$ cat src/rtl/qpc_pkg.sv
package qpc_pkg;
  localparam logic [2:0] MODE_QUAD = 3'b001;
  localparam logic [1:0] RES_X1    = 2'b00;
  localparam logic [1:0] RES_X2    = 2'b01;

  typedef struct packed {
    logic stepEn;
    logic stepUp;
    logic idxLoad;
  } qpcStrobe_t;
endpackage

$ cat src/rtl/qpc_filter.sv
module qpc_filter #(
  parameter int DEB_CYCLES = 4
) (
  input  logic clk,
  input  logic rstN,
  input  logic din,
  input  logic debounceEn,
  output logic dout
);
  localparam int CW = $clog2(DEB_CYCLES + 1);

  logic [1:0]    syncQ;
  logic [CW-1:0] holdCnt;

  always_ff @(posedge clk) begin
    if (!rstN) begin
      syncQ   <= '0;
      holdCnt <= '0;
      dout    <= 1'b0;
    end else begin
      syncQ <= {syncQ[0], din};
      if (!debounceEn) begin
        dout    <= syncQ[1];
        holdCnt <= '0;
      end else if (syncQ[1] == dout) begin
        holdCnt <= '0;
      end else if (holdCnt == CW'(DEB_CYCLES - 1)) begin
        dout    <= syncQ[1];
        holdCnt <= '0;
      end else begin
        holdCnt <= holdCnt + CW'(1);
      end
    end
  end


  stable_when_equal_chk: assert property (@(posedge clk) disable iff (!rstN)
    (debounceEn && syncQ[1] == dout) |=> (dout == $past(dout)));
endmodule

$ cat src/rtl/qpc_ctrl.sv
module qpc_ctrl
  import qpc_pkg::*;
#(
  parameter int DEB_CYCLES = 4
) (
  input  logic       clk,
  input  logic       rstN,
  input  logic       phaseA,
  input  logic       phaseB,
  input  logic       phaseIdx,
  input  logic       debounceEn,
  input  logic [2:0] ctrlMode,
  input  logic [1:0] ctrlRes,
  input  logic       indexEn,
  output qpcStrobe_t strb
);
  localparam int NIN = 3;

  logic [NIN-1:0] rawIn;
  logic [NIN-1:0] fIn;
  logic [NIN-1:0] prevIn;
  logic aChg, bChg, quadOn, phaseXor;

  assign rawIn = {phaseIdx, phaseB, phaseA};

  for (genvar i = 0; i < NIN; i++) begin : g_filt
    qpc_filter #(.DEB_CYCLES(DEB_CYCLES)) u_filt (
      .clk        (clk),
      .rstN       (rstN),
      .din        (rawIn[i]),
      .debounceEn (debounceEn),
      .dout       (fIn[i])
    );
  end

  always_ff @(posedge clk) begin
    if (!rstN) prevIn <= '0;
    else       prevIn <= fIn;
  end

  assign aChg     = fIn[0] ^ prevIn[0];
  assign bChg     = fIn[1] ^ prevIn[1];
  assign phaseXor = fIn[0] ^ fIn[1];
  assign quadOn   = (ctrlMode == MODE_QUAD);

  always_comb begin
    strb = '0;
    case (ctrlRes)
      RES_X1: begin
        strb.stepEn = aChg && !bChg && !fIn[1];
        strb.stepUp = fIn[0];
      end
      RES_X2: begin
        strb.stepEn = aChg && !bChg;
        strb.stepUp = phaseXor;
      end
      default: begin
        strb.stepEn = aChg ^ bChg;
        strb.stepUp = aChg ? phaseXor : ~phaseXor;
      end
    endcase
    strb.stepEn  = strb.stepEn && quadOn;
    strb.idxLoad = quadOn && indexEn && fIn[2] && !prevIn[2];
  end


  no_double_step_chk: assert property (@(posedge clk) disable iff (!rstN)
    (aChg && bChg) |-> !strb.stepEn);


  mode_gate_chk: assert property (@(posedge clk) disable iff (!rstN)
    (ctrlMode != MODE_QUAD) |-> (!strb.stepEn && !strb.idxLoad));
endmodule

$ cat src/rtl/qpc_dp.sv
module qpc_dp
  import qpc_pkg::*;
#(
  parameter int CNT_W = 32
) (
  input  logic             clk,
  input  logic             rstN,
  input  qpcStrobe_t       strb,
  input  logic             loadStrobe,
  input  logic [CNT_W-1:0] loadValue,
  input  logic [CNT_W-1:0] constA,
  input  logic             irqEn,
  input  logic             irqClear,
  output logic [CNT_W-1:0] count,
  output logic             irqPending
);
  logic [CNT_W-1:0] nextCount;
  logic             upd;
  logic             setEvt;

  always_comb begin
    upd       = 1'b1;
    nextCount = count;
    if (loadStrobe || strb.idxLoad) nextCount = loadValue;
    else if (strb.stepEn)           nextCount = strb.stepUp ? count + CNT_W'(1) : count - CNT_W'(1);
    else                            upd = 1'b0;
  end

  assign setEvt = upd && irqEn && (nextCount == constA);

  always_ff @(posedge clk) begin
    if (!rstN) begin
      count      <= '0;
      irqPending <= 1'b0;
    end else begin
      count      <= nextCount;
      irqPending <= setEvt | (irqPending & ~irqClear);
    end
  end


  load_value_chk: assert property (@(posedge clk) disable iff (!rstN)
    loadStrobe |=> (count == $past(loadValue)));


  step_size_chk: assert property (@(posedge clk) disable iff (!rstN)
    (strb.stepEn && !loadStrobe && !strb.idxLoad) |=>
      ((count == $past(count) + CNT_W'(1)) || (count == $past(count) - CNT_W'(1))));


  irq_needs_enable_chk: assert property (@(posedge clk) disable iff (!rstN)
    $rose(irqPending) |-> $past(irqEn));


  irq_hold_chk: assert property (@(posedge clk) disable iff (!rstN)
    (irqPending && !irqClear) |=> irqPending);
endmodule

$ cat src/rtl/quad_pos_counter.sv
module quad_pos_counter
  import qpc_pkg::*;
#(
  parameter int CNT_W      = 32,
  parameter int DEB_CYCLES = 4
) (
  input  logic             clk,
  input  logic             rstN,
  input  logic             phaseA,
  input  logic             phaseB,
  input  logic             phaseIdx,
  input  logic [2:0]       ctrlMode,
  input  logic [1:0]       ctrlRes,
  input  logic             debounceEn,
  input  logic             indexEn,
  input  logic             loadStrobe,
  input  logic [CNT_W-1:0] loadValue,
  input  logic [CNT_W-1:0] constA,
  input  logic             irqEn,
  input  logic             irqClear,
  output logic [CNT_W-1:0] count,
  output logic             irqPending
);
  qpcStrobe_t strb;

  qpc_ctrl #(.DEB_CYCLES(DEB_CYCLES)) u_ctrl (
    .clk        (clk),
    .rstN       (rstN),
    .phaseA     (phaseA),
    .phaseB     (phaseB),
    .phaseIdx   (phaseIdx),
    .debounceEn (debounceEn),
    .ctrlMode   (ctrlMode),
    .ctrlRes    (ctrlRes),
    .indexEn    (indexEn),
    .strb       (strb)
  );

  qpc_dp #(.CNT_W(CNT_W)) u_dp (
    .clk        (clk),
    .rstN       (rstN),
    .strb       (strb),
    .loadStrobe (loadStrobe),
    .loadValue  (loadValue),
    .constA     (constA),
    .irqEn      (irqEn),
    .irqClear   (irqClear),
    .count      (count),
    .irqPending (irqPending)
  );
endmodule

$ cat config.mk
export PLATFORM = sky130hd
export DESIGN_NAME = quad_pos_counter
export DESIGN_NICKNAME = d
export VERILOG_FILES = /design/src/rtl/qpc_pkg.sv /design/src/rtl/qpc_filter.sv /design/src/rtl/qpc_ctrl.sv /design/src/rtl/qpc_dp.sv /design/src/rtl/quad_pos_counter.sv
export SDC_FILE = /design/constraint.sdc
export NUM_CORES = 1
export LEC_CHECK = 0
export BUFFER_PORTS_ARGS = -buffer_cell sky130_fd_sc_hd__buf_2
export CAP_MARGIN = 20
export CORE_UTILIZATION = 40
export CTS_CLUSTER_DIAMETER = 30
export DETAILED_ROUTE_END_ITERATION = 16
export PLACE_DENSITY = 0.68
export SLEW_MARGIN = 25
export SYNTH_ARGS = -nofsm -noshare
export SYNTH_HDL_FRONTEND = slang
export SYNTH_SLANG_ARGS = --single-unit
$ cat constraint.sdc
create_clock -name clk -period 6.05 [get_ports clk]
set_input_delay 1.815 -clock clk [delete_from_list [all_inputs] [get_ports clk]]
set_output_delay 1.815 -clock clk [all_outputs]
set_load 0.01 [all_outputs]
==> results of run 1 <==
[kinds of logic after synthesis]
group	after synthesis	share of synthesized area
and+or+nand+nor	316	0.335
AOI/OAI and AO/OA	113	0.164
xor gates and xnor gates	86	0.155
buffers and inverters	72	0.0623
DFF	54	0.219
muxes	21	0.0443
adders and majority gates	8	0.0203
[where the power goes]
part / switching [uW] / internal [uW] / total [uW] / leakage (uW)
Clock: 161 / 159 / 320 / 0.0000759
Combinational: 175 / 120 / 295 / 0.00162
Sequential: 50.9 / 373 / 424 / 0.000445
Total: 387 / 652 / 1040 / 0.00214
[flip-flops by register name, summed over array words and instances (netlist names)]
register and flops:
u_ctrl.prevIn 3, u_dp.irqPending 1, u_ctrl.g_filt.u_filt.holdCnt 9, u_dp.count 32, u_ctrl.g_filt.u_filt.dout 3, u_ctrl.g_filt.u_filt.syncQ 6
[cells in the final DEF (no fill, tap or decap), types with 11 or more instances in the layout]
master / netlist / final
a21oi_1: 14 / 14
buf_2: 18 / 111
and3_1: 11 / 11
mux2i_1: 16 / 16
xnor2_1: 57 / 57
o21ai_0: 16 / 16
xor2_1: 28 / 28
inv_1: 18 / 18
a211oi_1: 26 / 26
nand3_1: 23 / 23
nand4_1: 32 / 32
and2_1: 17 / 17
nor4_1: 16 / 16
nor2_1: 84 / 83
nor3_1: 22 / 22
dfxtp_1: 54 / 54
nand2_1: 54 / 54
[final timing paths]
| path | start | to | slack [ns] |
|---|---|---|---|
| setup / recovery | ctrlRes[0] | u_dp.irqPending | 0.68 |
| hold / removal | u_ctrl.g_filt[0].u_filt.holdCnt[0] | u_ctrl.g_filt[0].u_filt.holdCnt[0] | 0.42 |
| setup reg to reg | u_ctrl.g_filt[1].u_filt.dout | u_dp.irqPending | 1.76 |
| hold reg to reg | u_ctrl.g_filt[0].u_filt.holdCnt[0] | u_ctrl.g_filt[0].u_filt.holdCnt[0] | 0.42 |
[stage by stage]
step	cell area (um2)	power, uW	instances	worst slack [ns]
global route	5700	1080	892	0.308
global placement	5520	718	883	0.521
finish	5700	1040	892	0.680
floorplan	4940	594	670	0.343
detailed placement	5520	717	883	0.375
CTS	5680	1030	891	0.714
[layer usage]
layer	vias to the layer above	wire, um	share of wire	GRT usage
li1	2568	-	-	-
met1	2578	8280	0.42	0.413
met2	280	9290	0.47	0.513
met3	35	1590	0.080	0.0396
met4	0	617	0.031	0.113
met5	-	0	0	0
[layout make-up]
cell class              instances  area [um2]  area share
multi-input cells             544        3570       0.625
flip-flops and latches         54        1080       0.190
repair buffers                121         651       0.114
well taps                     147         184      0.0323
clock buffers                   5         125      0.0219
inverters                      18        67.6      0.0118
clock inverters                 3        28.8     0.00505
==> impl_results.md, run 1 <==
- Die W: 113 um
- Sequential fraction of the synthesis area: 0.219
- Top_reg_cell synth: dfxtp_1
- Via count: around 5.5k
- Number of synthesized flops with an enable pin: 0
- Most frequent cell on the critical path: a2111oi_0
- Tmin final: 5.37 ns
- Required @ worst endpoint: 6.28 ns
- Drt initial violations: 536
- Flops & latches, synth: 54
- Worst Path Arrival: 5.60 ns
- Syn-to-layout area delta: 15.4%
- Critical path fanouts, max: 7
- # setup viols final: 0
- Cell with the most instances after synthesis: nor2_1
- Ys Warns: 0
- Initial antenna violation count: 0
- Fin Setup TNS: 0 ns
- TritonCTS Sinks: 54
- Worst Setup End Kind: flip-flop
- Die ar.: 0.0128 mm2
- CP Depth: 15
- Antenna viol nets, final: 0
- Post-synth top area share: 0.219
- Max rail drop VDD: between 100 and 150 uV
- Post-cts sizing count: 0
- Post-DP HPWL: ~15000 um
- Crit path max-delay family: compound AO/OA/AOI/OAI gates
- Remaining Overflow, GRT: 0
- DRT Wirelength: between 15000 and 20000 um
- Via density: 6.12
- Leakage: around 0.0021 uW
- Slew @ Worst Pin: 0.765 ns
- Drt wl/cell: 22.2 um
- Clock buffer depth: 2
- Hold depth: 1
- Largest net degree at the start of global routing: 47
- Worst skew pair latency: about 0.31 ns
- Vias in the first global route: ~5.2k
- Critical path type: in2reg
- Clock transition at the registers of the reported paths: about 0.080 ns
- Period Utilization, post-route: 0.888
- Fraction of registers with async set/reset: 0
- Hold Buf Count CTS: 0
- Synth Instances: 670
- CP startpoint kind: input port
- Post-synth cell types: 65
- Fillers: approximately 1.3k
- Core area: between 0.01 and 0.015 mm2
- Final hold vios: 0
- All-Layer GR Usage: 0.310
- Maximum level of the CTS H-tree: 2
- Outcome: completed
- Diode count: 0
- TritonCTS clock tree: built
- Power Density: 182 mW/mm2
- Synth top area cells: dfxtp_1 (22%), xnor2_1 (10%), nor2_1 (6.4%), xor2_1 (5.0%), nand2_1 (4.1%)
- Inserted Clock Buffers: 5
- Routability congestion estimate: a little under 1
- First-pass detailed-route iteration total: 6
- DR DRC count: 0
- Cell taking the most area after synthesis: dfxtp_1
- Post-synth top cells: nor2_1 (84), xnor2_1 (57), dfxtp_1 (54), nand2_1 (54), nand4_1 (32)
- Hold WS: between 0.4 and 0.5 ns
- Core Util, Final: 0.475
- Clock skew: around 0.0079 ns
- Mapped Nets: 757
- Mapped Area: between 0.004 and 0.005 mm2
- Die Y: between 100 and 150 um
- Num rows: 40
- Post-Syn Area per Cell: around 7.4 um2
- First-pass GRT wire length: around 30000 um
- Port Buf Inserts: 111
- Layout cell share with drive strength beyond 1: 0.196
- Fin. max-slew vios: 0
- Slew HR: 0.489
- Fmax: ~0.19 GHz
- Reg2reg path depth: 14
- RSZ-0062 raised after global routing: no
- Nets: just over 800
- CTS root buffer: clkbuf_16
- Initial Util: 0.411
- MaxCap Viol Count: 0
- Largest stage delay, worst path: 0.59 ns
- Hold Path Class: reg2reg
- Buffer count from post-CTS setup fixing: 0
- Ports: between 100 and 150
- Crit path buf inv count: 1
- Crit-path cells: buf_2 -> and2_1 -> o221ai_2 -> xnor2_1 -> ha_1 -> and4_1 -> nand3_1 -> or4_1 -> o21ai_1 -> mux2_2 -> a2111oi_0 -> nand2_1 -> a2111oi_0 -> a31oi_1 -> o31ai_1
- CP max stage cell: or4_1
Note: power is estimated with default switching activity, not from simulation.
==> run 2, diff against run 1 <==
- BUFFER_PORTS_ARGS: -buffer_cell sky130_fd_sc_hd__buf_2 -> default
- DONT_BUFFER_PORTS: default -> 1
- PLACE_DENSITY: 0.68 -> 0.6
==> run 2 against run 1 <==
Net effect: global-route usage barely moved; cell count fell by 12%; critical path depth fell by 1; combinational power fell by 18%; first-iteration DRC count fell by 8.8%; critical endpoint unchanged; largest cell class unchanged.
==> impl_results.md, run 2 (synthesized netlist as in run 1, its figures left out) <==
- Outcome: completed
- Remaining Overflow, GRT: 0
- Nets: 721
- Clock skew: 0.00896 ns
- Biggest register: u_dp.count
- Fin Setup TNS: 0 ns
- Syn-to-layout area delta: 4.18%
- Drt wl/cell: about 25 um
- Die ar.: approximately 0.013 mm2
- Hold Path Class: reg2reg
- Max rail drop VDD: ~110 uV
- Critical path type: in2reg
- Routability congestion estimate: 0.980
- Ports: 112
- Diode count: 0
- Inserted Clock Buffers: 5
- Clock buffer depth: 2
- Most frequent cells in the layout: nor2_1 (83), xnor2_1 (57), nand2_1 (54), dfxtp_1 (54), nand4_1 (32)
- Clock transition at the registers of the reported paths: roughly 0.08 ns
- Die W: roughly 110 um
- Worst Path Arrival: between 5 and 6 ns
- Post-DP HPWL: 15400 um
- Antenna viol nets, final: 0
- Critical path fanouts, max: 7
- First-pass GRT wire length: between 20000 and 30000 um
- Hold Buf Count CTS: 0
- Biggest regs: u_dp.count (32), u_ctrl.g_filt.u_filt.holdCnt (9), u_ctrl.g_filt.u_filt.syncQ (6)
- Fmax: approximately 0.19 GHz
- Maximum level of the CTS H-tree: 2
- DRT Wirelength: between 15000 and 20000 um
- Register area: around 0.0011 mm2
- Via density: between 6 and 7
- TritonCTS clock tree: built
- Commonest non-fill, non-tap cell in the layout: nor2_1
- CTS root buffer: clkbuf_16
- Initial Util: 0.411
- Hold_sp: u_ctrl.g_filt[2].u_filt.holdCnt[0]
- DR DRC count: 0
- Crit. Startpoint: ctrlRes[0]
- Power Density: just under 200 mW/mm2
- Hold WS: between 0.4 and 0.5 ns
- Drt initial violations: 489
- Cell-internal power: around 630 uW
- Placed cell count: approximately 770
- Total power: 992 uW
- Num rows: 40
- Multi-input combinational cell area: about 0.0036 mm2
- Via count: approximately 5.0k
- Fin. max-slew vios: 0
- Final hold vios: 0
- RSZ-0062 raised after global routing: no
- Reg2reg start: u_ctrl.g_filt[1].u_filt.dout
- All-Layer GR Usage: 0.310
- First-pass detailed-route iteration total: 5
- Tmin final: roughly 5.3 ns
- Post-cts sizing count: 0
- Worst skew pair latency: 0.32 ns
- Combinational power share: 0.242
- TritonCTS Sinks: 54
- Sw power: ~360 uW
- Port Buf Inserts: 0
- Layout cell share with drive strength beyond 1: 0.0567
- Worst Setup End Kind: flip-flop
- Largest net degree at the start of global routing: 47
- Reg power frac: 0.433
- Slew @ Worst Pin: between 0.8 and 0.9 ns
- Max reg flops: 32
- Leakage: 0.00168 uW
- Share of total power in the clock network: 0.324
- Slew HR: 0.454
- Core area: 0.0120 mm2
- Buffer count from post-CTS setup fixing: 0
- # setup viols final: 0
- Vias in the first global route: between 4k and 5k
- CP startpoint kind: input port
- Die Y: approximately 110 um
- Required @ worst endpoint: approximately 6.3 ns
- Initial antenna violation count: 0
- Fillers: 1255
- Period Utilization, post-route: 0.872
- Layout Cells excl Fill: 782
- MaxCap Viol Count: 0
- Sw frac: 0.368
[run 2: changes by cell type in the layout (fill, tap and decap cells not counted), sizes merged]
cell,delta
buf,-110
[run 2: worst max-delay path, stage by stage]
cell       delay, ns
and2_1          0.15
o221ai_2        0.20
xnor2_1         0.15
ha_1            0.28
and4_1          0.26
nand3_1         0.17
or4_1           0.59
o21ai_1         0.25
mux2_2          0.42
a2111oi_0       0.38
nand2_1         0.09
a2111oi_0       0.36
a31oi_1         0.16
o31ai_1         0.24
[run 2: worst paths after layout]
check,to,slack (ns),cells past startpoint
max,u_dp.irqPending,0.78,14
min,u_ctrl.g_filt[2].u_filt.holdCnt[0],0.42,1
max reg2reg,u_dp.irqPending,1.70,14
min reg2reg,u_ctrl.g_filt[2].u_filt.holdCnt[0],0.42,1
[run 2: layer usage]
| metal | track usage | vias up | wire [um] |
|---|---|---|---|
| li1 | - | 2354 | - |
| met1 | 0.404 | 2356 | 8380 |
| met2 | 0.492 | 286 | 8760 |
| met3 | 0.0927 | 35 | 2080 |
| met4 | 0.0965 | 0 | 580 |
| met5 | 0 | - | 0 |
[run 2: metrics by stage]
step / utilization / area (um2) / setup WS (ns)
global placement: 0.414 / 4970 / 0.573
detailed placement: 0.414 / 4970 / 0.497
global route: 0.429 / 5150 / 0.489
finish: 0.429 / 5150 / 0.776
CTS: 0.427 / 5130 / 0.822
floorplan: - / 4940 / 0.343
[run 2: power by group through the flow]
stage          Clock [uW]  Sequential [uW]  Combinational (uW)
6_report              322              430                 241
5_1_grt               343              433                 258
4_1_cts               331              429                 233
3_5_place_dp            0              437                 232
3_3_place_gp            0              437                 232
2_1_floorplan           0              402                 192
[run 2: layout make-up]
cell class	count	share of cell area
Tap cell	147	0.0357
Multi-Input combinational cell	544	0.693
Clock inverter	3	0.00559
Inverter	18	0.0131
Clock buffer	5	0.0243
Sequential cell	54	0.210
Timing Repair Buffer	11	0.0185
==> run 3, diff against run 2 <==
- PLACE_DENSITY: 0.6 -> 0.62
==> run 3 against run 2 <==
Net effect: wire length fell by 5.7%; register-to-register slack better by 0.08 ns; global-route usage decreased by 1.3 points; critical endpoint unchanged; critical path depth stayed put.
==> impl_results.md, run 3 (synthesized netlist as in run 1, its figures left out) <==
- Worst Path Arrival: between 5 and 6 ns
- Outcome: completed
- Ports: roughly 110
- Antenna viol nets, final: 0
- Port Buf Inserts: 0
- Commonest non-fill, non-tap cell in the layout: nor2_1
- Tmin final: between 5 and 6 ns
- Period Utilization, post-route: 0.865
- Slew @ Worst Pin: between 0.7 and 0.8 ns
- Fmax: 0.191 GHz
- Most frequent cell on the critical path: a2111oi_0
- Required @ worst endpoint: 6.28 ns
- Layout cell share with drive strength beyond 1: 0.0537
- Clock transition at the registers of the reported paths: around 0.08 ns
- Diode count: 0
- RSZ-0062 raised after global routing: no
- Remaining Overflow, GRT: 0
- TritonCTS clock tree: built
- Largest stage delay, worst path: 0.59 ns
- Nets: between 700 and 800
- Fillers: between 1k and 1.5k
- Via count: approximately 5k
- Inserted Clock Buffers: 5
- CP max stage cell: or4_1
- Crit-path cells: and2_1 -> o221ai_2 -> xnor2_1 -> ha_1 -> and4_1 -> nand3_1 -> or4_1 -> o21ai_1 -> mux2_2 -> a2111oi_0 -> nand2_1 -> a2111oi_0 -> a31oi_1 -> o31ai_1
- Hold depth: 1
- Worst Setup End Kind: flip-flop
- DRT Wirelength: ~19000 um
- Max rail drop VDD: 133 uV
- Drt initial violations: between 400 and 500
- First-pass detailed-route iteration total: 5
- Final hold vios: 0
- Clock buffer depth: 2
- Reg2reg path depth: 14
- Leakage: ~0.0017 uW
- Die ar.: approximately 0.013 mm2
- Critical path fanouts, max: 7
- Most frequent cells in the layout: nor2_1 (83), xnor2_1 (57), nand2_1 (54), dfxtp_1 (54), nand4_1 (32)
- Die W: about 110 um
- Hold Path Class: reg2reg
- MaxCap Viol Count: 0
- Die Y: 113 um
- Clock skew: ~0.013 ns
- Biggest register: u_dp.count
- Initial antenna violation count: 0
- Routability congestion estimate: around 1.0
- CP startpoint kind: input port
- Slew HR: 0.471
- Biggest regs: u_dp.count (32), u_ctrl.g_filt.u_filt.holdCnt (9), u_ctrl.g_filt.u_filt.syncQ (6)
- Largest net degree at the start of global routing: 31
- Fin Setup TNS: 0 ns
- Buffer count from post-CTS setup fixing: 0
- # setup viols final: 0
- Drt wl/cell: between 20 and 25 um
- Fin. max-slew vios: 0
- Hold Buf Count CTS: 0
- Initial Util: 0.411
- Max reg flops: 32
- Hold WS: 0.426 ns
- Via density: 6.48
- Post-cts sizing count: 0
- DR DRC count: 0
- Syn-to-layout area delta: 3.62%
- Num rows: 40
- Total power: slightly below 1000 uW
- Core area: about 0.012 mm2
- Critical path type: in2reg
- Maximum level of the CTS H-tree: 2
- CTS root buffer: clkbuf_16
- All-Layer GR Usage: 0.298
- Post-DP HPWL: about 15000 um
- Worst skew pair latency: between 0.3 and 0.4 ns
- Power Density: roughly 190 mW/mm2
- First-pass GRT wire length: about 29000 um
- Vias in the first global route: between 4k and 5k
- TritonCTS Sinks: between 50 and 60
run 3: changes by cell type in the layout (fill, tap and decap cells not counted), sizes merged:
cell,change
buf,-2
run 3: cell type report:
cell class              count  area (um2)  share of cell area
well taps                 147         184              0.0359
flip-flops and latches     54        1080               0.211
clock inverters             3        28.8             0.00562
multi-input cells         544        3570               0.696
inverters                  18        67.6              0.0132
repair buffers              9        67.6              0.0132
clock buffers               5         125              0.0244
run 3: worst max-delay path, delay by kind of cell:
kind            cells  cell delay (ns)
xor+xnor            1             0.15
simple gates        5             1.27
compound gates      6             1.55
fa+ha+maj           1             0.29
mux                 1             0.40
run 3: final timing paths:
check / end / slack [ns] / startpoint
max: u_dp.irqPending / 0.81 / ctrlRes[0]
min: u_ctrl.g_filt[1].u_filt.holdCnt[0] / 0.43 / u_ctrl.g_filt[1].u_filt.holdCnt[0]
max reg2reg: u_dp.irqPending / 1.78 / u_ctrl.g_filt[1].u_filt.dout
min reg2reg: u_ctrl.g_filt[1].u_filt.holdCnt[0] / 0.43 / u_ctrl.g_filt[1].u_filt.holdCnt[0]
run 3: report_power, final:
part / leakage, uW / switching (uW) / total (uW) / internal (uW)
sequential: 0.000445 / 59.8 / 433 / 373
combinational: 0.00114 / 135 / 228 / 93.0
clock: 0.0000759 / 163 / 322 / 159
total: 0.00166 / 357 / 982 / 625
run 3: stage by stage:
stage	std cells	utilization	area [um2]	setup slack, ns
floorplan	670	-	4940	0.343
global placement	772	0.413	4970	0.628
detailed placement	772	0.413	4970	0.562
CTS	780	0.426	5120	0.890
global route	780	0.426	5120	0.596
finish	780	0.426	5120	0.814
run 3: layer usage:
layer	GRT usage	wire, um	up-vias
li1	-	-	2349
met1	0.378	7690	2368
met2	0.470	8360	287
met3	0.0830	1870	47
met4	0.132	751	0
met5	0	0	-
